`src/rtl/wwd_pkg.sv`:
```
package wwd_pkg;

    localparam int ADDR_W = 3;

    // register map
    localparam logic [ADDR_W-1:0] A_CTRL   = 3'd0;
    localparam logic [ADDR_W-1:0] A_RELOAD = 3'd1;
    localparam logic [ADDR_W-1:0] A_FEED   = 3'd2;
    localparam logic [ADDR_W-1:0] A_COUNT  = 3'd3;
    localparam logic [ADDR_W-1:0] A_WARN   = 3'd4;
    localparam logic [ADDR_W-1:0] A_WINDOW = 3'd5;

    // control word bit positions
    localparam int B_EN    = 0;
    localparam int B_RMODE = 1;
    localparam int B_WARN  = 2;
    localparam int B_TOUT  = 3;
    localparam int B_WDRST = 4;

    // feed key pair
    localparam logic [7:0] KEY_FIRST  = 8'hAA;
    localparam logic [7:0] KEY_SECOND = 8'h55;

    typedef enum logic {
        SEQ_IDLE  = 1'b0,
        SEQ_ARMED = 1'b1
    } seq_e;

endpackage

```
`src/rtl/wwd_prescaler.sv`:
```
module wwd_prescaler #(
    parameter int DIV = 4
) (
    input  logic clk,
    input  logic rst_n,
    input  logic run,
    input  logic restart,
    output logic tick
);

    localparam int PW = (DIV > 1) ? $clog2(DIV) : 1;
    localparam logic [PW-1:0] LAST = PW'(DIV - 1);

    typedef struct packed {
        logic [PW-1:0] phase;
    } pre_t;

    pre_t s_d, s_q;

    always_comb begin
        s_d  = s_q;
        tick = 1'b0;
        if (!run || restart) begin
            s_d.phase = '0;
        end else if (s_q.phase == LAST) begin
            s_d.phase = '0;
            tick      = 1'b1;
        end else begin
            s_d.phase = s_q.phase + 1'b1;
        end
    end

    always_ff @(posedge clk or negedge rst_n) begin
        if (!rst_n) s_q <= '0;
        else        s_q <= s_d;
    end

    generate
        if (DIV > 1) begin : g_gap
            // ticks never fall on adjacent cycles
            p_tick_gap_r3: assert property (@(posedge clk) disable iff (!rst_n)
                tick |=> !tick)
                else $error("tick on adjacent cycles");
        end
    endgenerate

endmodule

```
`src/rtl/wwd_feed_check.sv`:
```
module wwd_feed_check #(
    parameter int DATA_W = 32
) (
    input  logic                       clk,
    input  logic                       rst_n,
    input  logic                       wr_en,
    input  logic [wwd_pkg::ADDR_W-1:0] wr_addr,
    input  logic [DATA_W-1:0]          wr_data,
    output logic                       feed_pair,
    output logic                       seq_bad
);
    import wwd_pkg::*;

    localparam logic [DATA_W-1:0] K1 = DATA_W'(KEY_FIRST);
    localparam logic [DATA_W-1:0] K2 = DATA_W'(KEY_SECOND);

    typedef struct packed {
        seq_e st;
    } seq_t;

    seq_t s_d, s_q;

    always_comb begin
        s_d       = s_q;
        feed_pair = 1'b0;
        seq_bad   = 1'b0;
        if (wr_en) begin
            if (wr_addr == A_FEED) begin
                if (wr_data == K1) begin
                    s_d.st = SEQ_ARMED;
                end else begin
                    s_d.st = SEQ_IDLE;
                    if (s_q.st == SEQ_ARMED && wr_data == K2) feed_pair = 1'b1;
                    else                                      seq_bad   = 1'b1;
                end
            end else if (s_q.st == SEQ_ARMED) begin
                s_d.st  = SEQ_IDLE;
                seq_bad = 1'b1;
            end
        end
    end

    always_ff @(posedge clk or negedge rst_n) begin
        if (!rst_n) s_q <= '{st: SEQ_IDLE};
        else        s_q <= s_d;
    end

    // a completed pair leaves the sequencer idle
    p_pair_rearms_r4: assert property (@(posedge clk) disable iff (!rst_n)
        feed_pair |=> s_q.st == SEQ_IDLE)
        else $error("sequencer still armed after a pair");

    // an error and a good pair never coincide
    p_one_outcome_r7: assert property (@(posedge clk) disable iff (!rst_n)
        !(feed_pair && seq_bad))
        else $error("pair and error at once");

endmodule

```
`src/rtl/wwd_counter.sv`:
```
module wwd_counter #(
    parameter int CNT_W  = 24,
    parameter int WARN_W = 10,
    parameter logic [CNT_W-1:0] INIT = 'hFF
) (
    input  logic              clk,
    input  logic              rst_n,
    input  logic              tick,
    input  logic              load,
    input  logic [CNT_W-1:0]  load_val,
    input  logic [WARN_W-1:0] warn_val,
    output logic [CNT_W-1:0]  count,
    output logic              warn_hit,
    output logic              expire
);

    typedef struct packed {
        logic [CNT_W-1:0] cnt;
    } cnt_t;

    cnt_t s_d, s_q;
    logic [CNT_W-1:0] dec;

    always_comb begin
        s_d      = s_q;
        dec      = s_q.cnt - 1'b1;
        warn_hit = 1'b0;
        expire   = 1'b0;
        if (load) begin
            s_d.cnt = load_val;
        end else if (tick) begin
            if (s_q.cnt == '0) begin
                expire = 1'b1;
            end else begin
                s_d.cnt  = dec;
                warn_hit = (dec == CNT_W'(warn_val));
            end
        end
    end

    assign count = s_q.cnt;

    always_ff @(posedge clk or negedge rst_n) begin
        if (!rst_n) s_q <= '{cnt: INIT};
        else        s_q <= s_d;
    end

    // without a load the count never rises
    p_count_no_rise_r5: assert property (@(posedge clk) disable iff (!rst_n)
        !load |=> count <= $past(count))
        else $error("count rose without a load");

    // a load puts the reload value in the count
    p_load_takes_r4: assert property (@(posedge clk) disable iff (!rst_n)
        load |=> count == $past(load_val))
        else $error("load value not taken");

endmodule

```
`src/rtl/win_watchdog.sv`:
```
module win_watchdog #(
    parameter int CNT_W    = 24,
    parameter int WARN_W   = 10,
    parameter int PRESCALE = 4,
    parameter int DATA_W   = 32,
    parameter logic [CNT_W-1:0] COUNT_INIT = 'hFF
) (
    input  logic                       clk,
    input  logic                       rst_n,
    input  logic                       por_n,
    input  logic                       bus_we,
    input  logic [wwd_pkg::ADDR_W-1:0] bus_addr,
    input  logic [DATA_W-1:0]          bus_wdata,
    output logic [DATA_W-1:0]          bus_rdata,
    output logic                       irq,
    output logic                       rst_req
);
    import wwd_pkg::*;

    typedef struct packed {
        logic              en;
        logic              rmode;
        logic              warn_f;
        logic              tout_f;
        logic              rst_req;
        logic [CNT_W-1:0]  reload;
        logic [CNT_W-1:0]  window;
        logic [WARN_W-1:0] warn;
    } regs_t;

    localparam regs_t REGS_INIT = '{
        en: 1'b0, rmode: 1'b0, warn_f: 1'b0, tout_f: 1'b0, rst_req: 1'b0,
        reload: COUNT_INIT, window: '1, warn: '0};

    regs_t r_d, r_q;
    logic  wdrst_d, wdrst_q;

    logic             tick, feed_pair, seq_bad, warn_hit, expire;
    logic             early, fault, load, ctrl_wr;
    logic [CNT_W-1:0] count;

    wwd_prescaler #(.DIV(PRESCALE)) u_pre (
        .clk(clk), .rst_n(rst_n), .run(r_q.en), .restart(load), .tick(tick));

    wwd_feed_check #(.DATA_W(DATA_W)) u_feed (
        .clk(clk), .rst_n(rst_n), .wr_en(bus_we), .wr_addr(bus_addr),
        .wr_data(bus_wdata), .feed_pair(feed_pair), .seq_bad(seq_bad));

    wwd_counter #(.CNT_W(CNT_W), .WARN_W(WARN_W), .INIT(COUNT_INIT)) u_cnt (
        .clk(clk), .rst_n(rst_n), .tick(tick), .load(load),
        .load_val(r_q.reload), .warn_val(r_q.warn), .count(count),
        .warn_hit(warn_hit), .expire(expire));

    always_comb begin
        ctrl_wr = bus_we && (bus_addr == A_CTRL);
        early   = count > r_q.window;
        fault   = r_q.en && (seq_bad || (feed_pair && early) || expire);
        load    = feed_pair && !(r_q.en && early);
    end

    always_comb begin
        r_d         = r_q;
        r_d.rst_req = 1'b0;
        if (bus_we) begin
            case (bus_addr)
                A_CTRL: begin
                    if (bus_wdata[B_EN])    r_d.en     = 1'b1;
                    if (bus_wdata[B_RMODE]) r_d.rmode  = 1'b1;
                    if (bus_wdata[B_WARN])  r_d.warn_f = 1'b0;
                    if (bus_wdata[B_TOUT])  r_d.tout_f = 1'b0;
                end
                A_RELOAD: r_d.reload = bus_wdata[CNT_W-1:0];
                A_WARN:   r_d.warn   = bus_wdata[WARN_W-1:0];
                A_WINDOW: r_d.window = bus_wdata[CNT_W-1:0];
                default: ;
            endcase
        end
        if (warn_hit) r_d.warn_f = 1'b1;
        if (fault) begin
            r_d.en = 1'b0;
            if (r_q.rmode) r_d.rst_req = 1'b1;
            else           r_d.tout_f  = 1'b1;
        end
    end

    always_comb begin
        wdrst_d = wdrst_q;
        if (ctrl_wr && bus_wdata[B_WDRST]) wdrst_d = 1'b0;
        if (fault && r_q.rmode)            wdrst_d = 1'b1;
    end

    always_ff @(posedge clk or negedge rst_n) begin
        if (!rst_n) r_q <= REGS_INIT;
        else        r_q <= r_d;
    end

    always_ff @(posedge clk or negedge por_n) begin
        if (!por_n) wdrst_q <= 1'b0;
        else        wdrst_q <= wdrst_d;
    end

    always_comb begin
        bus_rdata = '0;
        case (bus_addr)
            A_CTRL: begin
                bus_rdata[B_EN]    = r_q.en;
                bus_rdata[B_RMODE] = r_q.rmode;
                bus_rdata[B_WARN]  = r_q.warn_f;
                bus_rdata[B_TOUT]  = r_q.tout_f;
                bus_rdata[B_WDRST] = wdrst_q;
            end
            A_RELOAD: bus_rdata = DATA_W'(r_q.reload);
            A_COUNT:  bus_rdata = DATA_W'(count);
            A_WARN:   bus_rdata = DATA_W'(r_q.warn);
            A_WINDOW: bus_rdata = DATA_W'(r_q.window);
            default:  bus_rdata = '0;
        endcase
    end

    assign irq     = r_q.warn_f | r_q.tout_f;
    assign rst_req = r_q.rst_req;

    // a control write with enable low cannot stop a running watchdog
    p_enable_locked_r2: assert property (@(posedge clk) disable iff (!rst_n)
        (r_q.en && ctrl_wr && !bus_wdata[B_EN] && !fault) |=> r_q.en)
        else $error("enable dropped by software");

    // any fault leaves the watchdog disabled
    p_fault_stops_r9: assert property (@(posedge clk) disable iff (!rst_n)
        fault |=> !r_q.en)
        else $error("still enabled after fault");

    // an early feed never raises the count
    p_early_no_load_r6: assert property (@(posedge clk) disable iff (!rst_n)
        (r_q.en && feed_pair && early) |=> count <= $past(count))
        else $error("early feed reloaded the count");

    // reset request lasts a single cycle
    p_rst_pulse_r10: assert property (@(posedge clk) disable iff (!rst_n)
        rst_req |=> !rst_req)
        else $error("reset request longer than one cycle");

    // sticky flag holds unless software clears it
    p_flag_sticky_r10: assert property (@(posedge clk) disable iff (!por_n)
        (wdrst_q && !(ctrl_wr && bus_wdata[B_WDRST])) |=> wdrst_q)
        else $error("sticky flag lost");

endmodule

```
`config.mk`:
```
export PLATFORM = sky130hd
export DESIGN_NAME = win_watchdog
export DESIGN_NICKNAME = d
export VERILOG_FILES = /design/src/rtl/wwd_pkg.sv /design/src/rtl/wwd_prescaler.sv /design/src/rtl/wwd_feed_check.sv /design/src/rtl/wwd_counter.sv /design/src/rtl/win_watchdog.sv
export SDC_FILE = /design/constraint.sdc
export NUM_CORES = 1
export LEC_CHECK = 0
export BUFFER_PORTS_ARGS = -buffer_cell sky130_fd_sc_hd__buf_4
export CORE_MARGIN = 2
export CORE_UTILIZATION = 45
export DETAILED_ROUTE_END_ITERATION = 8
export PLACE_DENSITY = 0.62
export SLEW_MARGIN = 30
export SYNTH_ARGS = -nofsm -noshare
export SYNTH_HDL_FRONTEND = slang
export SYNTH_SLANG_ARGS = --single-unit
```
`constraint.sdc`:
```
create_clock -name clk -period 3.7 [get_ports clk]
set_input_delay 0.37 -clock clk [delete_from_list [all_inputs] [get_ports clk]]
set_output_delay 0.37 -clock clk [all_outputs]
set_load 0.005 [all_outputs]
```
==> summary.txt <==
Hold path
  – HP Class: in -> async

Logic synthesis
  – YS warnings: 0
  – Synth Area in Adders: 0.0557
  – Syn Std Cell Area: 6060 um2
  – Synth Area in XOR/XNOR: 0.0564
  – Largest family of logic cells by synthesized area: multiplexers
  – #FFs+latches synth: 91
  – Complex-gate fraction of the synthesized area: 0.0853
  – Post-Synth Simple-Gate Area: 0.152
  – Ys async rst share: 1.00
  – EDFF count, synth: 0
  – Avg Cell Area, Syn: 10.4 um2
  – Post-synthesis mux area share: 0.205
  – Cells after Synth: 581
  – Prevailing post-synth register cell: dfrtp_1
  – Distinct cell type count after synthesis: 59
  – Register area share after synthesis: 0.384

Placed design
  – HPWL Detailed: ~11000 um
  – Port buffer count: 64
  – GP Congestion: 0.912
  – Inst Count DP: 796

Floorplan
  – I/O pin total: 73
  – Die area: ~14000 um2
  – Die W: 120 um
  – Site Rows: 42
  – Core Region: between 10000 and 15000 um2
  – Die H: 120 um
  – Starting Density: 0.459

GRT
  – Number of global-route vias before repair: between 4k and 5k
  – Global-route wire length before repair: approximately 26000 um
  – Overflow after GRT: 0
  – Gr usage total: 0.229
  – Largest net degree at the start of global routing: 71
  – Initial antenna violation count: 0

Power and ir drop
  – Power Total: around 3.0 mW
  – PD cells: 426 nW/um2
  – Max VDD drop: 0.194 mV
  – P_leak: 3.29 nW

Drt
  – Final wirelength: 15400 um
  – Pre-antenna DRT Iters: 4
  – Vias: between 4k and 5k
  – DRC Markers: 0
  – ANT nets after route: 0
  – 1st-iter DRT viols: 305
  – Avg WL per Cell: 18.9 um
  – Via density per instance: 5.54

STA
  – Fmax: 0.325 GHz
  – Final setup fails: 0
  – Relative slew slack: 0.417
  – Final hold viol count: 0
  – TNS Setup: 0 ns
  – RSZ-0062 raised after global routing: no
  – Hold WS: 0.0222 ns
  – Final Max Tran Viols: 0
  – Final Skew: approximately 0.0073 ns
  – Final Cycle Share: 0.831
  – Slew @ Worst Pin: about 0.87 ns
  – Min Tclk post-route: 3.07 ns

Clock tree
  – Post_cts resized: 0
  – CTS buffer count: 9
  – # clock sinks: 91
  – Reg clk slew, reported paths: ~0.070 ns
  – Clock buffer depth: 2
  – CTS tree: yes
  – H-tree depth: 3
  – Clock Latency Late Sink: ~0.35 ns
  – CTS Root Cell: clkbuf_16

Cells and area
  – Layout cells sized above 1: 0.358
  – Non-filler cells, final: about 810
  – Final Net Count: 698
  – Multi-input logic area: ~3400 um2
  – Area Overhead vs Synth: 14.6%
  – Final core occ: 0.527
  – Fill count: roughly 1.2k
  – Register area: 2330 um2
  – Antenna Cells: 0

Setup path
  – Crit path required time: 3.99 ns
  – Reg2reg start: u_cnt.count[0]
  – Startpoint types: register
  – Crit end category: register
  – Reg2reg path depth: 9
  – R2R Setup Slk: 0.63 ns
  – Critical path class: reg -> reg
  – Worst EP arrival: 3.37 ns
  – Reg2reg end: r_q[60]
  – Crit-path max FO: 8

Run status
  – Status: completed

Flow run
  – Max_cap viols: 0
synthesized netlist by cell type (2+ instances only):
library cell   n  area [um2]
a21o_1         6        45.0
a21oi_1       18        90.1
a22oi_1        6        45.0
a31oi_1        4        25.0
and2_1        15        93.8
and3_1         3        18.8
buf_1          3        11.3
buf_4         13        97.6
clkbuf_1      18        67.6
clkbuf_8       5        68.8
dfrtp_1       51        1280
dfstp_2       40        1050
ha_1          27         338
inv_1         31         116
mux2_2        85         957
mux2i_1       26         260
nand2_1       27         101
nand2b_1       4        25.0
nand3_1        9        45.0
nand3b_1       4        30.0
nand4_1       13        81.3
nor2_1        25        93.8
nor2b_1        4        25.0
nor3_1        12        60.1
nor3_2         2        20.0
nor3b_1        4        30.0
nor4_1        12        75.1
nor4_4         2        42.5
nor4bb_1       2        20.0
o211ai_1       2        15.0
o21ai_0       18        90.1
o22ai_1       22         138
or3_1          2        12.5
or4_1          4        30.0
xnor2_1       23         201
xor2_1        16         140
how the worst max path moves through the flow:
stage | depth (start not counted) | endpoint | slack [ns] | from
CTS | 9 | r_q[60] | 0.64 | u_cnt.count[0]
detailed placement | 9 | r_q[60] | 0.65 | u_cnt.count[0]
finish | 9 | r_q[60] | 0.63 | u_cnt.count[0]
global placement | 9 | r_q[60] | 0.79 | u_cnt.count[0]
floorplan | 10 | r_q[60] | 0.85 | u_cnt.count[0]
global route | 9 | r_q[60] | 0.46 | u_cnt.count[0]
power by group:
part           internal [mW]  switching (mW)  total [mW]
sequential              1.21           0.136        1.35
clock                  0.625           0.395        1.02
combinational          0.317           0.271       0.588
per-stage QoR:
step           instance area, um2  worst slack (ns)
6_report                     6950             0.627
3_5_place_dp                 6600             0.651
4_1_cts                      6940             0.636
3_3_place_gp                 6600             0.791
2_1_floorplan                6090             0.851
5_1_grt                      6950             0.458
critical path, stage by stage, from the launching register on:
cell,delay [ns]
dfstp_2,0.62
inv_1,0.13
ha_1,0.25
nor3b_2,0.22
and4b_2,0.32
or4b_1,0.49
a21o_1,0.19
a2111oi_0,0.43
and4bb_1,0.24
a31o_1,0.14
layer usage:
layer  track usage  vias up  wire (um)
li1              -     2185          -
met5             0        -          0
met3        0.0399       14        727
met4        0.0713        0        187
met1         0.321     2203       7260
met2         0.362      105       7230
layout by cell type, fill, tap and decap left out, drive strengths merged, types with 6 or more instances in the layout:
master,count
nor3,14
clkbuf,11
nand3,10
ha,27
nand4,13
conb,8
o21ai,18
dfstp,40
mux2i,26
buf,72
nor2,25
xor2,16
nand2,27
a21oi,18
a21o,6
nor4,14
dfrtp,51
xnor2,23
inv,31
o22ai,22
mux2,85
a22oi,6
and2,15
state kept, by name (all words and copies together), names as in the netlist:
name	flops
r_q	62
rst_req	1
u_cnt.count	24
u_feed.s_q	1
u_pre.s_q	2
wdrst_q	1
layout make-up:
cell class	count	area share
well taps	176	0.0317
flip-flops and latches	91	0.335
inverters	31	0.0168
multi-input cells	426	0.490
clock inverters	5	0.0108
repair buffers	73	0.0798
clock buffers	11	0.0364
repair_timing:
| item | 4_1_cts | 5_1_grt |
|---|---|---|
| hold endpoints to repair | 1 | 0 |
| hold buffers | 1 | 0 |
| setup buffers | 0 | 0 |
cells by family (layout without fill, tap and decap cells):
logic type,count (synthesis),after routing
other,1,8
adders and majority gates,27,27
and+or+nand+nor,156,156
AOI/OAI and AO/OA,84,84
xor gates and xnor gates,39,39
muxes,112,112
DFF,91,91
buffers and inverters,71,120
Note: power is estimated with default switching activity, not from simulation.
